$ cat src/rtl/walk_queue_pkg.sv
package walk_queue_pkg;
  typedef enum logic [1:0] {
    PH_SCAN   = 2'd0,
    PH_LAUNCH = 2'd1,
    PH_WALK   = 2'd2,
    PH_DRAIN  = 2'd3
  } wq_phase_e;
endpackage

$ cat src/rtl/walk_queue_store.sv
module walk_queue_store #(
  parameter int DEPTH  = 4,
  parameter int TAG_W  = 4,
  parameter int ADDR_W = 16,
  parameter int MODE_W = 2,
  localparam int PTR_W = (DEPTH > 1) ? $clog2(DEPTH) : 1,
  localparam int CNT_W = $clog2(DEPTH + 1)
) (
  input  logic              clk_i,
  input  logic              rst_ni,
  input  logic              push_i,
  input  logic [TAG_W-1:0]  push_tag_i,
  input  logic [ADDR_W-1:0] push_addr_i,
  input  logic [MODE_W-1:0] push_mode_i,
  input  logic              pop_i,
  input  logic              mark_i,
  input  logic [TAG_W-1:0]  mark_tag_i,
  output logic [TAG_W-1:0]  head_tag_o,
  output logic [ADDR_W-1:0] head_addr_o,
  output logic [MODE_W-1:0] head_mode_o,
  output logic              head_sq_o,
  output logic [CNT_W-1:0]  cnt_o,
  output logic              full_o
);
  logic [TAG_W-1:0]  tag_q  [DEPTH];
  logic [ADDR_W-1:0] addr_q [DEPTH];
  logic [MODE_W-1:0] mode_q [DEPTH];
  logic [DEPTH-1:0]  vld_q, sq_q;
  logic [PTR_W-1:0]  rd_q, wr_q;
  logic [CNT_W-1:0]  cnt_q;

  function automatic logic [PTR_W-1:0] ptr_inc(input logic [PTR_W-1:0] p);
    return (p == PTR_W'(DEPTH - 1)) ? '0 : p + 1'b1;
  endfunction

  always_ff @(posedge clk_i or negedge rst_ni) begin
    if (!rst_ni) begin
      rd_q  <= '0;
      wr_q  <= '0;
      cnt_q <= '0;
    end else begin
      if (push_i) wr_q <= ptr_inc(wr_q);
      if (pop_i)  rd_q <= ptr_inc(rd_q);
      cnt_q <= cnt_q + CNT_W'(push_i) - CNT_W'(pop_i);
    end
  end

  for (genvar g = 0; g < DEPTH; g++) begin : g_slot
    always_ff @(posedge clk_i or negedge rst_ni) begin
      if (!rst_ni) begin
        vld_q[g]  <= 1'b0;
        sq_q[g]   <= 1'b0;
        tag_q[g]  <= '0;
        addr_q[g] <= '0;
        mode_q[g] <= '0;
      end else if (push_i && wr_q == PTR_W'(g)) begin
        vld_q[g]  <= 1'b1;
        sq_q[g]   <= 1'b0;
        tag_q[g]  <= push_tag_i;
        addr_q[g] <= push_addr_i;
        mode_q[g] <= push_mode_i;
      end else if (pop_i && rd_q == PTR_W'(g)) begin
        vld_q[g] <= 1'b0;
        sq_q[g]  <= 1'b0;
      end else if (mark_i && vld_q[g] && tag_q[g] == mark_tag_i) begin
        sq_q[g] <= 1'b1;
      end
    end
  end

  assign head_tag_o  = tag_q[rd_q];
  assign head_addr_o = addr_q[rd_q];
  assign head_mode_o = mode_q[rd_q];
  assign head_sq_o   = sq_q[rd_q];
  assign cnt_o       = cnt_q;
  assign full_o      = (cnt_q == CNT_W'(DEPTH));
endmodule

$ cat src/rtl/walk_queue_ctrl.sv
module walk_queue_ctrl
  import walk_queue_pkg::*;
#(
  parameter int MAX_SQ = 2,
  localparam int SC_W  = $clog2(MAX_SQ + 1)
) (
  input  logic            clk_i,
  input  logic            rst_ni,
  input  logic            empty_i,
  input  logic            head_sq_i,
  input  logic            start_ready_i,
  input  logic            walk_done_i,
  input  logic            drained_i,
  output wq_phase_e       phase_o,
  output logic [SC_W-1:0] sq_cnt_o,
  output logic            pop_o,
  output logic            start_valid_o,
  output logic            evt_o,
  output logic            evt_sq_o
);
  wq_phase_e       ph_q, ph_d;
  logic [SC_W-1:0] sc_q, sc_d;

  always_comb begin
    ph_d          = ph_q;
    pop_o         = 1'b0;
    evt_o         = 1'b0;
    evt_sq_o      = 1'b0;
    start_valid_o = 1'b0;
    unique case (ph_q)
      PH_SCAN: begin
        if (!empty_i) begin
          // bounded discard of squashed heads per round
          if (head_sq_i && sc_q < SC_W'(MAX_SQ)) begin
            pop_o    = 1'b1;
            evt_o    = 1'b1;
            evt_sq_o = 1'b1;
          end else begin
            ph_d = PH_LAUNCH;
          end
        end
      end
      PH_LAUNCH: begin
        start_valid_o = 1'b1;
        if (start_ready_i) ph_d = PH_WALK;
      end
      PH_WALK: begin
        if (head_sq_i) begin
          evt_o    = 1'b1;
          evt_sq_o = 1'b1;
          if (drained_i) begin
            pop_o = 1'b1;
            ph_d  = PH_SCAN;
          end else begin
            ph_d = PH_DRAIN;
          end
        end else if (walk_done_i) begin
          evt_o = 1'b1;
          pop_o = 1'b1;
          ph_d  = PH_SCAN;
        end
      end
      PH_DRAIN: begin
        if (drained_i) begin
          pop_o = 1'b1;
          ph_d  = PH_SCAN;
        end
      end
      default: ph_d = PH_SCAN;
    endcase
    sc_d = (ph_q == PH_SCAN && !empty_i) ? sc_q + SC_W'(pop_o) : '0;
  end

  always_ff @(posedge clk_i or negedge rst_ni) begin
    if (!rst_ni) begin
      ph_q <= PH_SCAN;
      sc_q <= '0;
    end else begin
      ph_q <= ph_d;
      sc_q <= sc_d;
    end
  end

  assign phase_o  = ph_q;
  assign sq_cnt_o = sc_q;
endmodule

$ cat src/rtl/walk_queue.sv
module walk_queue
  import walk_queue_pkg::*;
#(
  parameter int DEPTH   = 4,
  parameter int MAX_SQ  = 2,
  parameter int TAG_W   = 4,
  parameter int ADDR_W  = 16,
  parameter int MODE_W  = 2,
  parameter int INFL_W  = 3,
  parameter int FAULT_W = 3
) (
  input  logic               clk_i,
  input  logic               rst_ni,
  input  logic               push_valid_i,
  output logic               push_ready_o,
  input  logic [TAG_W-1:0]   push_tag_i,
  input  logic [ADDR_W-1:0]  push_addr_i,
  input  logic [MODE_W-1:0]  push_mode_i,
  input  logic               squash_valid_i,
  input  logic [TAG_W-1:0]   squash_tag_i,
  output logic               start_valid_o,
  input  logic               start_ready_i,
  output logic [TAG_W-1:0]   start_tag_o,
  output logic [ADDR_W-1:0]  start_addr_o,
  output logic [MODE_W-1:0]  start_mode_o,
  input  logic               walk_done_i,
  input  logic [FAULT_W-1:0] walk_fault_i,
  input  logic [INFL_W-1:0]  inflight_i,
  output logic               cpl_valid_o,
  output logic [TAG_W-1:0]   cpl_tag_o,
  output logic [FAULT_W-1:0] cpl_fault_o
);
  localparam int CNT_W = $clog2(DEPTH + 1);
  localparam int SC_W  = $clog2(MAX_SQ + 1);
  localparam logic [FAULT_W-1:0] SQ_FAULT = '1;

  logic              push, pop, full, head_sq, evt, evt_sq;
  logic [CNT_W-1:0]  cnt;
  logic [SC_W-1:0]   sq_cnt;
  logic [TAG_W-1:0]  head_tag;
  wq_phase_e         st;

  assign push_ready_o = !full;
  assign push         = push_valid_i && !full;

  walk_queue_store #(
    .DEPTH(DEPTH), .TAG_W(TAG_W), .ADDR_W(ADDR_W), .MODE_W(MODE_W)
  ) u_store (
    .clk_i       (clk_i),
    .rst_ni      (rst_ni),
    .push_i      (push),
    .push_tag_i  (push_tag_i),
    .push_addr_i (push_addr_i),
    .push_mode_i (push_mode_i),
    .pop_i       (pop),
    .mark_i      (squash_valid_i),
    .mark_tag_i  (squash_tag_i),
    .head_tag_o  (head_tag),
    .head_addr_o (start_addr_o),
    .head_mode_o (start_mode_o),
    .head_sq_o   (head_sq),
    .cnt_o       (cnt),
    .full_o      (full)
  );

  walk_queue_ctrl #(.MAX_SQ(MAX_SQ)) u_ctrl (
    .clk_i         (clk_i),
    .rst_ni        (rst_ni),
    .empty_i       (cnt == '0),
    .head_sq_i     (head_sq),
    .start_ready_i (start_ready_i),
    .walk_done_i   (walk_done_i),
    .drained_i     (inflight_i == '0),
    .phase_o       (st),
    .sq_cnt_o      (sq_cnt),
    .pop_o         (pop),
    .start_valid_o (start_valid_o),
    .evt_o         (evt),
    .evt_sq_o      (evt_sq)
  );

  assign start_tag_o = head_tag;

  always_ff @(posedge clk_i or negedge rst_ni) begin
    if (!rst_ni) begin
      cpl_valid_o <= 1'b0;
      cpl_tag_o   <= '0;
      cpl_fault_o <= '0;
    end else begin
      cpl_valid_o <= evt;
      if (evt) begin
        cpl_tag_o   <= head_tag;
        cpl_fault_o <= evt_sq ? SQ_FAULT : walk_fault_i;
      end
    end
  end
endmodule

$ cat config.mk
export PLATFORM = sky130hd
export DESIGN_NAME = walk_queue
export DESIGN_NICKNAME = d
export VERILOG_FILES = /design/src/rtl/walk_queue_pkg.sv /design/src/rtl/walk_queue_store.sv /design/src/rtl/walk_queue_ctrl.sv /design/src/rtl/walk_queue.sv
export SDC_FILE = /design/constraint.sdc
export NUM_CORES = 1
export LEC_CHECK = 0
export CELL_PAD_IN_SITES_DETAIL_PLACEMENT = 1
export CELL_PAD_IN_SITES_GLOBAL_PLACEMENT = 1
export CORE_UTILIZATION = 48
export CTS_CLUSTER_DIAMETER = 120
export CTS_CLUSTER_SIZE = 12
export DETAILED_ROUTE_END_ITERATION = 7
export DONT_BUFFER_PORTS = 1
export GPL_ROUTABILITY_DRIVEN = 0
export PLACE_DENSITY_LB_ADDON = 0.25
export SYNTH_ARGS = -nofsm -noshare
export SYNTH_HDL_FRONTEND = slang
export SYNTH_HIERARCHICAL = 1
export SYNTH_SLANG_ARGS = --single-unit
$ cat constraint.sdc
create_clock -name clk_i -period 2.89 [get_ports clk_i]
set_input_delay 0.578 -clock clk_i [delete_from_list [all_inputs] [get_ports clk_i]]
set_output_delay 0.578 -clock clk_i [all_outputs]
set_load 0.02 [all_outputs]
==> results.sh <==
export IMPL_core_sq_mm=0.0116
export IMPL_required_ps=3190
export IMPL_hold_path_class="in2async"
export IMPL_synthArstFlopShare=1.00
export IMPL_synth_edff_count=0
export IMPL_pwr_density_cell_mw_per_mm2=1360
export IMPL_htreeDepth=4
export IMPL_ys_types=38
export IMPL_syn_area_sq_mm=0.00578
export IMPL_antenna_cells=0
export IMPL_pre_cts_ws_ps=87.1
export IMPL_drt_iter0_markers=184
export IMPL_final_common_cell="dfrtp_1"
export IMPL_ys_seq_area_frac=0.498
export IMPL_cts_tree="done"
export IMPL_crit_type="reg2reg"
export IMPL_grt_pass1_wl_mm=19.4
export IMPL_grt_ovfl_total=0
export IMPL_tightest_slew_ps=1020
export IMPL_timing_hold_ws_ps=-136
export IMPL_synth_net_count=417
export IMPL_min_period_over_period=0.957
export IMPL_clockBufferDepth=2
export IMPL_routed_wirelength_mm=11.6
export IMPL_seqPwrFrac=0.347
export IMPL_vdd_drop_max_mv=0.545
export IMPL_slew_viol_final=0
export IMPL_dieArea_sq_mm=0.0125
export IMPL_p_switching_uw=3050
export IMPL_multiInputGateArea_sq_mm=0.00271
export IMPL_cts_sinks=115
export IMPL_finalCriticalPeriod_ps=2770
export IMPL_num_vias=3017
export IMPL_drive_gt1_frac=0.439
export IMPL_p_int_uw=5740
export IMPL_post_cts_buffers=0
export IMPL_drc=6
export IMPL_cp_start_kind="flip-flop"
export IMPL_synth_seq_cells=115
export IMPL_crit_fanout=10
export IMPL_start_util=0.500
export IMPL_die_width_um=112
export IMPL_routedWlPerCell_um=22.0
export IMPL_fmax_mhz=362
export IMPL_status="finished with violations"
export IMPL_hpwlAfterDp_mm=6.88
export IMPL_yosys_warnings=6
export IMPL_area_delta_synth_final_pct=11.5
export IMPL_finalClockSkew_ps=11.1
export IMPL_syn_instance_count=367
export IMPL_die_h_um=112
export IMPL_hold_viol=115
export IMPL_clkTransAtPathRegs_ps=50
export IMPL_setup_viol=0
export IMPL_crit_arrival_ps=3060
export IMPL_mostFrequentLayoutCells="dfrtp_1 (114), mux2_4 (73), nand2_1 (20), mux2_2 (20), mux4_2 (19)"
export IMPL_layout_setup_ws_ps=124
export IMPL_clockRootBuffer="clkbuf_16"
export IMPL_clock_latency_ps=410
export IMPL_p_leak_uw=0.00296
export IMPL_violations="DRC, hold timing"
export IMPL_avgSynthCellArea_sq_um=15.8
export IMPL_grt_start_max_net_pins=116
export IMPL_cts_buffers=17
export IMPL_first_pass_iters=8
export IMPL_drt_vias_per_instance=5.74
export IMPL_post_route_util=0.558
export IMPL_p_comb_frac=0.413
export IMPL_maxCapViolations=0
export IMPL_port_buffer_count=0
export IMPL_nets=420
export IMPL_fill_cells=1078
export IMPL_cp_end_kind="flip-flop"
export IMPL_grt_pass1_vias=3473
export IMPL_rsz0062_at_grt="no"
export IMPL_p_clk_frac=0.240
export IMPL_p_sw_frac=0.347
export IMPL_num_rows=39
export IMPL_antenna_found_initial=0
export IMPL_seq_area_sq_mm=0.00288
export IMPL_gr_usage_all_layers=0.207
export IMPL_slew_headroom=0.316
export IMPL_ant_nets=0
export IMPL_synthFlopType="dfrtp_1"
export IMPL_setup_tns_ps=0
export IMPL_io_pins=70
==> layout make-up <==
type                            count  area share
Sequential cell                   115       0.447
Multi-Input combinational cell    221       0.421
Clock buffer                       18      0.0681
Tap cell                          143      0.0278
Clock inverter                     14      0.0252
Timing Repair Buffer                5     0.00582
Inverter                           10     0.00582
==> power by group through the flow <==
| stage | clock [uW] | combinational, uW | sequential (uW) |
|---|---|---|---|
| final | 2110 | 3630 | 3050 |
| after global routing | 2220 | 3890 | 3150 |
| after CTS | 2170 | 3670 | 3050 |
| after detailed placement | 0 | 3650 | 3050 |
| after global placement | 0 | 3550 | 3000 |
| after floorplan | 0 | 3320 | 2850 |
==> stage by stage <==
stage                     cells  power [uW]  hold slack [ps]  cell area [sq um]
after floorplan             367        6170              282               5820
after global placement      494        6550              286               5840
after detailed placement    494        6690              286               5840
after CTS                   526        8890             -162               6440
after global routing        526        9270             -160               6450
final                       526        8790             -136               6450
==> final timing paths <==
path / start / to / slack [ps] / cells after the start
max: u_store/rd_q[0]$_DFFE_PN0P_ / u_store/cnt_o[2]$_DFF_PN0_ / 120 / 11
min: rst_ni / cpl_fault_o[1]$_DFFE_PN0P_ / -140 / 0
max reg2reg: u_store/rd_q[0]$_DFFE_PN0P_ / u_store/cnt_o[2]$_DFF_PN0_ / 120 / 11
min reg2reg: u_store/addr_q[47]$_DFFE_PN0P_ / u_store/addr_q[47]$_DFFE_PN0P_ / 500 / 1
max in group asynchronous: rst_ni / u_store/addr_q[0]$_DFFE_PN0P_ / 2810 / 0
min in group clk_i: start_ready_i / u_ctrl/phase_o[0]$_DFFE_PN0P_ / 270 / 1
==> synth_stat cells, types with 3 or more instances <==
master / number / share of area
xnor2_1: 15 / 0.023
mux4_2: 18 / 0.070
mux2_2: 20 / 0.039
mux2_4: 73 / 0.19
buf_2: 4 / 0.0035
xor2_1: 4 / 0.0061
nor2_1: 10 / 0.0065
buf_6: 11 / 0.021
nand2_1: 20 / 0.013
ha_1: 11 / 0.024
mux4_1: 5 / 0.023
o21ai_0: 5 / 0.0043
inv_1: 10 / 0.0065
nand2_8: 4 / 0.014
a21oi_1: 3 / 0.0026
nand3_1: 8 / 0.0069
dfrtp_1: 115 / 0.50
o41ai_2: 4 / 0.011
==> timing repair <==
action                     CTS  global route
setup endpoints to repair    0             1
resized for setup            0             1
hold endpoints to repair   115           115
==> critical path, stage by stage (launching register included) <==
cell	delay, ps
dfrtp_2	370
mux4_2	550
nor2_4	120
mux2_4	310
a21o_4	250
ha_4	220
inv_2	60
ha_4	110
inv_2	30
fa_2	370
xnor2_2	150
xnor2_1	130
==> per-layer routing <==
| layer | vias up | wire, um | track usage |
|---|---|---|---|
| li1 | 1330 | - | - |
| met1 | 1619 | 5000 | 0.262 |
| met2 | 59 | 5840 | 0.333 |
| met3 | 9 | 636 | 0.0740 |
| met4 | 0 | 121 | 0.0649 |
| met5 | - | 0 | 0 |
==> registers in the layout, indices dropped and copies added, names as in the netlist, 2 cells and up <==
register	flops
u_store/rd_q	2
u_store/mode_q	8
u_ctrl/phase_o	2
cpl_tag_o	4
u_store/addr_q	64
u_store/tag_q	16
u_ctrl/sq_cnt_o	2
u_store/vld_q	4
u_store/cnt_o	3
u_store/wr_q	2
u_store/sq_q	4
cpl_fault_o	3
==> logic make-up (layout without fill, tap and decap cells) <==
kind of cell,after synthesis,in the layout,share of synthesized area
fa+ha+maj,12,12,0.0273
compound gates,19,19,0.0279
flops,115,115,0.498
xor+xnor,19,19,0.0288
simple gates,54,54,0.0541
buf+inv,31,47,0.0415
mux,117,117,0.323
Note: power is estimated with default switching activity, not from simulation.
